`src/rtl/tpt_pkg.sv`:
```
package tpt_pkg;
  localparam int BYTE_W = 8;
  localparam int CNT_W  = 2 * BYTE_W;

  localparam logic [2:0] OFS_DLY_LO = 3'd0;
  localparam logic [2:0] OFS_DLY_HI = 3'd1;
  localparam logic [2:0] OFS_WID_LO = 3'd2;
  localparam logic [2:0] OFS_WID_HI = 3'd3;
  localparam logic [2:0] OFS_CTRL   = 3'd4;
  localparam logic [2:0] OFS_STAT   = 3'd5;

  typedef enum logic [1:0] {
    SRC_TRIG = 2'b00,
    SRC_RISE = 2'b01,
    SRC_FALL = 2'b10,
    SRC_NONE = 2'b11
  } irq_src_e;

  typedef enum logic [1:0] {
    ST_IDLE  = 2'd0,
    ST_DELAY = 2'd1,
    ST_PULSE = 2'd2
  } tpt_state_e;
endpackage

```
`src/rtl/tpt_sync_edge.sv`:
```
module tpt_sync_edge #(
  parameter int STAGES = 2
) (
  input  logic clk,
  input  logic rst,
  input  logic din,
  output logic rise
);
  logic [STAGES:0] sh_q;

  always_ff @(posedge clk) begin
    if (rst) sh_q <= '0;
    else     sh_q <= {sh_q[STAGES-1:0], din};
  end

  assign rise = sh_q[STAGES-1] & ~sh_q[STAGES];
endmodule

```
`src/rtl/tpt_regs.sv`:
```
module tpt_regs
  import tpt_pkg::*;
#(
  parameter int ADDR_W = 3
) (
  input  logic              clk,
  input  logic              rst,
  input  logic [ADDR_W-1:0] bus_addr,
  input  logic              bus_wr,
  input  logic [BYTE_W-1:0] bus_wdata,
  input  logic              bus_rd,
  input  logic              wr_qual,
  input  logic              busy,
  input  logic              level,
  output logic [CNT_W-1:0]  delay_val,
  output logic [CNT_W-1:0]  width_val,
  output irq_src_e          irq_src,
  output logic              ext_base,
  output logic [BYTE_W-1:0] rd_data
);
  logic [BYTE_W-1:0] dly_stage_q, wid_stage_q;
  logic [CNT_W-1:0]  dly_q, wid_q;
  logic [2:0]        ctrl_q;
  logic              wr_ok;
  logic [2:0]        ofs;
  logic [BYTE_W-1:0] rd_mux;

  assign wr_ok = bus_wr & wr_qual;
  assign ofs   = 3'(bus_addr);

  always_ff @(posedge clk) begin
    if (rst) begin
      dly_stage_q <= '0;
      wid_stage_q <= '0;
      dly_q       <= '0;
      wid_q       <= '0;
      ctrl_q      <= '0;
    end else if (wr_ok) begin
      case (ofs)
        OFS_DLY_LO: dly_stage_q <= bus_wdata;
        OFS_DLY_HI: dly_q       <= {bus_wdata, dly_stage_q};
        OFS_WID_LO: wid_stage_q <= bus_wdata;
        OFS_WID_HI: wid_q       <= {bus_wdata, wid_stage_q};
        OFS_CTRL:   ctrl_q      <= bus_wdata[2:0];
        default: ;
      endcase
    end
  end

  always_comb begin
    case (ofs)
      OFS_DLY_LO: rd_mux = dly_q[BYTE_W-1:0];
      OFS_DLY_HI: rd_mux = dly_q[CNT_W-1:BYTE_W];
      OFS_WID_LO: rd_mux = wid_q[BYTE_W-1:0];
      OFS_WID_HI: rd_mux = wid_q[CNT_W-1:BYTE_W];
      OFS_CTRL:   rd_mux = {{(BYTE_W-3){1'b0}}, ctrl_q};
      OFS_STAT:   rd_mux = {{(BYTE_W-2){1'b0}}, level, busy};
      default:    rd_mux = '0;
    endcase
  end

  always_ff @(posedge clk) begin
    if (rst)         rd_data <= '0;
    else if (bus_rd) rd_data <= rd_mux;
    else             rd_data <= '0;
  end

  assign delay_val = dly_q;
  assign width_val = wid_q;
  assign irq_src   = irq_src_e'(ctrl_q[1:0]);
  assign ext_base  = ctrl_q[2];

  AST_UNQUAL_HOLDS: assert property (@(posedge clk) disable iff (rst)
    !wr_ok |=> ($stable(dly_q) && $stable(wid_q) && $stable(ctrl_q)));
  AST_RD_IDLE_ZERO: assert property (@(posedge clk) disable iff (rst)
    !bus_rd |=> (rd_data == '0));
endmodule

```
`src/rtl/tpt_engine.sv`:
```
module tpt_engine
  import tpt_pkg::*;
(
  input  logic             clk,
  input  logic             rst,
  input  logic             trig_rise,
  input  logic             tick,
  input  logic [CNT_W-1:0] delay_val,
  input  logic [CNT_W-1:0] width_val,
  input  irq_src_e         irq_src,
  output logic             busy,
  output logic             pulse_q,
  output logic             irq_q
);
  tpt_state_e       st;
  logic [CNT_W-1:0] cnt;

  always_ff @(posedge clk) begin
    if (rst) begin
      st      <= ST_IDLE;
      cnt     <= '0;
      pulse_q <= 1'b0;
      irq_q   <= 1'b0;
    end else begin
      irq_q <= 1'b0;
      case (st)
        ST_IDLE: begin
          if (trig_rise) begin
            st  <= ST_DELAY;
            cnt <= delay_val;
            if (irq_src == SRC_TRIG) irq_q <= 1'b1;
          end
        end
        ST_DELAY: begin
          if (tick) begin
            if (cnt == '0) begin
              if (width_val == '0) begin
                st <= ST_IDLE;
              end else begin
                st      <= ST_PULSE;
                cnt     <= width_val;
                pulse_q <= 1'b1;
                if (irq_src == SRC_RISE) irq_q <= 1'b1;
              end
            end else begin
              cnt <= cnt - 1'b1;
            end
          end
        end
        ST_PULSE: begin
          if (tick) begin
            if (cnt <= CNT_W'(1)) begin
              st      <= ST_IDLE;
              pulse_q <= 1'b0;
              if (irq_src == SRC_FALL) irq_q <= 1'b1;
            end else begin
              cnt <= cnt - 1'b1;
            end
          end
        end
        default: st <= ST_IDLE;
      endcase
    end
  end

  assign busy = (st != ST_IDLE);

  AST_IRQ_STROBE: assert property (@(posedge clk) disable iff (rst)
    irq_q |=> !irq_q);
  AST_RISE_ON_TICK: assert property (@(posedge clk) disable iff (rst)
    $rose(pulse_q) |-> ($past(tick) && $past(st) == ST_DELAY));
  AST_FALL_ON_TICK: assert property (@(posedge clk) disable iff (rst)
    $fell(pulse_q) |-> $past(tick));
  AST_BUSY_HOLDS: assert property (@(posedge clk) disable iff (rst)
    (st == ST_DELAY && !tick) |=> (st == ST_DELAY && $stable(cnt)));
endmodule

```
`src/rtl/trig_pulse_timer.sv`:
```
module trig_pulse_timer
  import tpt_pkg::*;
#(
  parameter int ADDR_W      = 3,
  parameter int SYNC_STAGES = 2
) (
  input  logic              clk,
  input  logic              rst,
  input  logic              usec_tick,
  input  logic [ADDR_W-1:0] bus_addr,
  input  logic              bus_wr,
  input  logic [7:0]        bus_wdata,
  input  logic              bus_rd,
  input  logic              wr_qual,
  output logic [7:0]        rd_data,
  output logic              irq,
  input  logic              trig_in,
  input  logic              ext_clk,
  output logic              pulse_out
);
  localparam int N_SYNC = 2;

  logic [N_SYNC-1:0] raw_in, rise_v;
  logic [CNT_W-1:0]  delay_val, width_val;
  irq_src_e          irq_src;
  logic              ext_base, busy, tick;

  assign raw_in = {ext_clk, trig_in};

  for (genvar g = 0; g < N_SYNC; g++) begin : g_sync
    tpt_sync_edge #(.STAGES(SYNC_STAGES)) sync_i (
      .clk (clk),
      .rst (rst),
      .din (raw_in[g]),
      .rise(rise_v[g])
    );
  end

  assign tick = ext_base ? rise_v[1] : usec_tick;

  tpt_regs #(.ADDR_W(ADDR_W)) regs_i (
    .clk      (clk),
    .rst      (rst),
    .bus_addr (bus_addr),
    .bus_wr   (bus_wr),
    .bus_wdata(bus_wdata),
    .bus_rd   (bus_rd),
    .wr_qual  (wr_qual),
    .busy     (busy),
    .level    (pulse_out),
    .delay_val(delay_val),
    .width_val(width_val),
    .irq_src  (irq_src),
    .ext_base (ext_base),
    .rd_data  (rd_data)
  );

  tpt_engine engine_i (
    .clk      (clk),
    .rst      (rst),
    .trig_rise(rise_v[0]),
    .tick     (tick),
    .delay_val(delay_val),
    .width_val(width_val),
    .irq_src  (irq_src),
    .busy     (busy),
    .pulse_q  (pulse_out),
    .irq_q    (irq)
  );

  AST_IDLE_LOW: assert property (@(posedge clk) disable iff (rst)
    !busy |-> !pulse_out);
endmodule

```
`config.mk`:
```
export PLATFORM = sky130hd
export DESIGN_NAME = trig_pulse_timer
export DESIGN_NICKNAME = d
export VERILOG_FILES = /design/src/rtl/tpt_pkg.sv /design/src/rtl/tpt_sync_edge.sv /design/src/rtl/tpt_regs.sv /design/src/rtl/tpt_engine.sv /design/src/rtl/trig_pulse_timer.sv
export SDC_FILE = /design/constraint.sdc
export NUM_CORES = 1
export LEC_CHECK = 0
export BUFFER_PORTS_ARGS = -buffer_cell sky130_fd_sc_hd__buf_2
export CORE_MARGIN = 4
export CORE_UTILIZATION = 39
export DETAILED_ROUTE_END_ITERATION = 10
export REMOVE_ABC_BUFFERS = 1
export SETUP_SLACK_MARGIN = 0.2
export SYNTH_ARGS = -nofsm -noshare
export SYNTH_HDL_FRONTEND = slang
export SYNTH_SLANG_ARGS = --single-unit
```
`constraint.sdc`:
```
create_clock -name clk -period 3.9 [get_ports clk]
set_input_delay 0.78 -clock clk [delete_from_list [all_inputs] [get_ports clk]]
set_output_delay 0.78 -clock clk [all_outputs]
set_load 0.02 [all_outputs]
```
==> impl_metrics.py, run 1 <==
metrics = {
    "global_routing": {
        "grt_max_degree": 42,
        "grt_pass1_vias": 3184,
        "grt_use_total_pct": 16.3,
        "overflow": 0,
        "antenna_found_initial": 0,
        "grt_pass1_wl_mm": 16.5,
    },
    "cells_and_area": {
        "syn_to_final_growth_pct": 7.85,
        "n_fill_cell": 1070,
        "drive_gt1_share_pct": 18.0,
        "nets": 487,
        "final_common_cell": "dfxtp_1",
        "diodes": 0,
        "most-common-layout-cells": "dfxtp_1, nand2_1, nor2_1, mux2i_1, buf_2",
    },
    "clocking": {
        "cts_root_buf": "clkbuf_8",
        "cts_tree": "yes",
        "clock-sinks": 85,
        "hold_buffers": 0,
        "cts_resized": 0,
        "worstSkewPairLatency_ns": 0.36,
        "clk_pin_slew_ns": 0.09,
        "htreeDepth": 3,
        "cts_made_buffers": 9,
        "cts_post_setup_buffers_inserted": 0,
        "clock_path_buffers": 2,
    },
    "critical_path": {
        "cp_max_fo": 16,
        "reg2reg_depth": 7,
        "worstSetupEndpointType": "flop",
        "r2r_end": "engine_i.cnt[7]",
        "r2r_slack_ns": 1.20,
        "startpoint_type": "flop",
        "cp.arrival_ns": 2.99,
        "startpoint": "engine_i.st[0]",
        "critPathKind": "flop to flop",
        "regToRegStartpoint": "engine_i.st[0]",
        "critPathRequiredTime_ns": 4.19,
    },
    "sta": {
        "fmax_mhz": 371,
        "tns_ns": 0,
        "rsz0062_at_grt": "false",
        "post-route-min-period_ns": 2.70,
        "slew-limit-headroom_pct": 28.7,
        "whs_ns": 0.443,
        "setup_viol": 0,
        "drv_slew": 0,
        "worst_slew_pin_slew_ns": 1.07,
        "setup_ws_ns": 1.20,
        "period_share_pct": 69.2,
        "hold_violations": 0,
        "fin_skew_ns": 0.0140,
    },
    "drt": {
        "drtIter0Drc": 221,
        "post_drt_wl_per_cell_um": 16.8,
        "via_per_inst": 5.59,
        "firstDrtPassIters": 4,
        "num_vias": 3368,
        "drc_errors": 0,
        "drt_wl_total_mm": 10.1,
        "ant_nets": 0,
    },
    "synthesis": {
        "postSynthCellCount": 452,
        "synth_seq_area_share_pct": 40.4,
        "yosysUniqueCellTypes": 52,
        "synth-edff-count": 0,
        "synth_async_sr_flop_share_pct": 0,
        "syn-cell-area_um2": 4210,
        "ys_ff_latch": 85,
        "yosysWarnings": 0,
        "synth_ff_type": "dfxtp_1",
        "syn_avg_cell_area_um2": 9.31,
    },
    "min_path": {
        "min_path_cells": 1,
        "holdPathEnd": "g_sync[0].sync_i.sh_q[1]",
        "hp-start": "g_sync[0].sync_i.sh_q[0]",
        "hp-class": "flop to flop",
    },
    "power_and_ir_drop": {
        "pwr_density_cell_nw_per_um2": 484,
        "leakage_nw": 1.74,
        "ir_worst_vdd_v": 0.000195,
    },
    "place": {
        "io_buffers": 28,
        "hpwlAfterDp_mm": 7.14,
        "place.gp.congestion": 0.804,
        "place_ws_ns": 1.23,
    },
    "flow_run": {
        "drv_cap": 0,
    },
    "outcome": {
        "outcome": "finished, final reports clean",
    },
    "floorplanning": {
        "coreArea_um2": 10400,
        "fp.dieH_um": 112,
        "ios": 29,
        "fp-row-count": 37,
        "dieWidth_um": 112,
        "dieArea_um2": 12500,
        "start_util_pct": 40.4,
    },
}
## area by class of cell
class | count | area (um^2) | area share, %
multi-input cells | 329 | 2310 | 50.9
flip-flops and latches | 85 | 1700 | 37.5
well taps | 136 | 170 | 3.75
repair buffers | 30 | 155 | 3.42
clock buffers | 10 | 128 | 2.81
clock inverters | 6 | 52.6 | 1.16
inverters | 6 | 22.5 | 0.496
## synthesized netlist by cell type (2+ instances only)
cell       n  share of area, %
inv_1      6              0.54
nor4_1     7               1.0
mux2i_1   36               8.6
a22o_1     2              0.42
a32o_1    16               3.8
a31oi_1    3              0.45
nand4_1    4              0.59
mux4_2     6               3.2
nand3_1    3              0.36
a21oi_1   23               2.7
buf_2      8              0.95
a22oi_1    3              0.54
nand2_1   53               4.7
nand3b_1   3              0.54
clkbuf_1  18               1.6
ha_1       7               2.1
nor2b_1   13               1.9
o211ai_1  17               3.0
xor2_1     3              0.62
buf_6      6               1.6
or3_1      3              0.45
dfxtp_1   85                40
or4_1      4              0.71
a21oi_4    2              0.77
nand2b_1   5              0.74
xnor2_1   11               2.3
nor3_1     6              0.71
nor4_2     5               1.5
nor3b_1    3              0.54
or2_2     18               2.7
nor2_1    50               4.5
o31ai_1    2              0.36
and2_1     2              0.30
## power breakdown
group | leakage, nW | internal (mW) | switching [mW]
registers | 0.687 | 0.896 | 0.0392
logic | 0.957 | 0.285 | 0.389
clock network | 0.0923 | 0.243 | 0.342
total | 1.74 | 1.42 | 0.770
## per-layer routing
metal,vias up,global-route usage (%),wire (um)
met4,0,5.27,179
li1,1639,-,-
met3,15,3.32,412
met1,1631,22.7,4900
met5,-,0,0
met2,83,25.1,4640
## registers in the layout (all words and copies together), names as in the netlist
name	count
engine_i.pulse_q	1
regs_i.ctrl_q	3
regs_i.delay_val	16
g_sync.sync_i.sh_q	6
regs_i.dly_stage_q	8
regs_i.width_val	16
engine_i.st	2
regs_i.wid_stage_q	8
regs_i.rd_data	8
engine_i.irq_q	1
engine_i.cnt	16
## worst max-delay path: stages, from the launching register on
cell and delay, ns:
dfxtp_1 0.40, inv_1 0.09, ha_1 0.33, or2_1 0.29, a32o_1 0.32, a21oi_4 0.16
nor4b_4 0.75, a32o_1 0.29
## logic make-up after synthesis
logic type / count (synthesis) / share of synthesized area, %
AO/OA/AOI/OAI: 76 / 13.8
flip-flops: 85 / 40.4
buffers and inverters: 38 / 4.70
multiplexers: 43 / 12.0
AND/OR/NAND/NOR: 189 / 24.1
XOR/XNOR: 14 / 2.91
adder cells (fa/ha/maj): 7 / 2.08
## metrics by stage
stage / total power [mW] / instance area [um^2] / util, % / cells
2_1_floorplan: 1.45 / 4030 / - / 420
3_3_place_gp: 1.62 / 4360 / 41.8 / 586
3_5_place_dp: 1.61 / 4360 / 41.8 / 586
4_1_cts: 2.20 / 4540 / 43.6 / 602
5_1_grt: 2.32 / 4540 / 43.6 / 602
6_report: 2.20 / 4540 / 43.6 / 602
## worst max path at each step
stage	end	slack, ns
after detailed placement	engine_i.cnt[7]	1.23
after global placement	engine_i.cnt[14]	1.33
final	engine_i.cnt[7]	1.20
after global routing	engine_i.cnt[7]	1.05
after CTS	engine_i.cnt[7]	1.17
after floorplan	regs_i.delay_val[0]	1.52
Power figures use the tool's default switching activity.
==> run 2, diff against run 1 <==
- clock period: 3.9 -> 2.7 ns (I/O delays scaled with it)
==> impl_metrics.py, run 2 (synthesis results as in run 1) <==
metrics = {
    "outcome": {
        "outcome": "finished, final reports clean",
    },
    "cells_and_area": {
        "syn_to_final_growth_pct": 9.78,
        "final_area_um2": 4620,
        "diodes": 0,
        "drive_gt1_share_pct": 19.2,
        "nets": 496,
        "most-common-layout-cells": "dfxtp_1, nand2_1, nor2_1, mux2i_1, buf_2",
        "final_common_cell": "dfxtp_1",
    },
    "clocking": {
        "cts_made_buffers": 9,
        "clock_path_buffers": 2,
        "cts_root_buf": "clkbuf_8",
        "clk_pin_slew_ns": 0.09,
        "cts_tree": "yes",
        "cts_post_setup_buffers_inserted": 0,
        "worstSkewPairLatency_ns": 0.35,
        "clock-sinks": 85,
        "hold_buffers": 0,
        "htreeDepth": 3,
        "cts_resized": 0,
    },
    "critical_path": {
        "worstSetupEndpointType": "flop",
        "regToRegStartpoint": "engine_i.cnt[9]",
        "r2r_slack_ns": 0.45,
        "reg2reg_depth": 5,
        "startpoint_type": "flop",
        "cp.arrival_ns": 2.48,
        "critPathKind": "flop to flop",
        "r2r_end": "engine_i.cnt[9]",
        "critPathRequiredTime_ns": 2.94,
        "cp_max_fo": 15,
    },
    "sta": {
        "setup_viol": 0,
        "period_share_pct": 83.3,
        "slew-limit-headroom_pct": 39.9,
        "hold_violations": 0,
        "worst_slew_pin_slew_ns": 0.902,
        "post-route-min-period_ns": 2.25,
        "fin_skew_ns": 0.0129,
        "tns_ns": 0,
        "fmax_mhz": 445,
        "drv_slew": 0,
        "rsz0062_at_grt": "false",
    },
    "floorplanning": {
        "dieWidth_um": 112,
        "fp-row-count": 37,
        "coreArea_um2": 10400,
        "start_util_pct": 40.4,
        "fp.dieH_um": 112,
        "ios": 29,
        "dieArea_um2": 12500,
    },
    "drt": {
        "drtIter0Drc": 200,
        "firstDrtPassIters": 4,
        "ant_nets": 0,
        "num_vias": 3323,
        "drc_errors": 0,
        "post_drt_wl_per_cell_um": 16.6,
        "drt_wl_total_mm": 10.1,
        "via_per_inst": 5.44,
    },
    "min_path": {
        "hp-start": "trig_in",
        "min_path_cells": 2,
        "holdPathEnd": "g_sync[0].sync_i.sh_q[0]",
        "hp-class": "input port to flop",
    },
    "place": {
        "placed_area_um2": 4430,
        "io_buffers": 28,
        "hpwlAfterDp_mm": 7.29,
        "place.gp.congestion": 0.838,
    },
    "global_routing": {
        "grt_pass1_wl_mm": 16.5,
        "grt_pass1_vias": 3134,
        "overflow": 0,
        "antenna_found_initial": 0,
        "grt_use_total_pct": 16.3,
        "grt_max_degree": 37,
    },
    "power_and_ir_drop": {
        "pwr_density_cell_nw_per_um2": 708,
        "ir_worst_vdd_v": 0.000314,
        "leakage_nw": 1.78,
    },
    "flow_run": {
        "drv_cap": 0,
    },
}
-- run 2: cell count changes in the layout (fill, tap and decap cells not counted) --
cell        change
buf_4           +9
inv_6           -4
clkbuf_1        +2
clkinv_4        -2
clkinvlp_4      +2
bufinv_16       +1
clkbuf_8        +1
-- run 2: worst max-delay path, cell delays in order, from the launching register on --
cell and delay [ns]:
dfxtp_1 0.37, nor4_2 0.57, a41oi_2 0.32, nor2_4 0.41, o211ai_1 0.16, a32o_1 0.30
-- run 2: layout make-up --
cell class / count / area, um^2
Clock buffer: 13 / 149
Clock inverter: 3 / 45.0
Fill cell: 1005 / 5800
Inverter: 6 / 22.5
Multi-Input combinational cell: 329 / 2310
Sequential cell: 85 / 1700
Tap cell: 136 / 170
Timing Repair Buffer: 39 / 223
-- run 2: stage by stage --
step,setup WS (ns),power [mW],std cells,hold slack [ns],utilization [%]
CTS,0.500,3.28,611,0.376,44.4
finish,0.452,3.27,611,0.391,44.4
detailed placement,0.505,2.37,595,0.426,42.5
global route,0.256,3.44,611,0.379,44.4
floorplan,0.457,2.10,420,0.414,-
global placement,0.597,2.37,595,0.416,42.5
-- run 2: worst max path at each step --
stage	cells after the start	to	from
2_1_floorplan	7	engine_i.cnt[14]	engine_i.st[0]
3_3_place_gp	5	engine_i.cnt[13]	engine_i.cnt[9]
3_5_place_dp	5	engine_i.cnt[10]	engine_i.cnt[9]
4_1_cts	5	engine_i.cnt[10]	engine_i.cnt[9]
5_1_grt	5	engine_i.cnt[10]	engine_i.cnt[9]
6_report	5	engine_i.cnt[9]	engine_i.cnt[9]
-- run 2: per-layer routing --
layer	GRT usage, %	up-vias	routed length, um
li1	-	1652	-
met1	22.6	1594	4890
met2	25.8	67	4680
met3	2.83	10	372
met4	5.27	0	194
met5	0	-	0
-- run 2: power breakdown --
part	switching [mW]	internal (mW)	total (mW)
registers	0.0514	1.29	1.35
clock network	0.449	0.455	0.904
logic	0.581	0.440	1.02
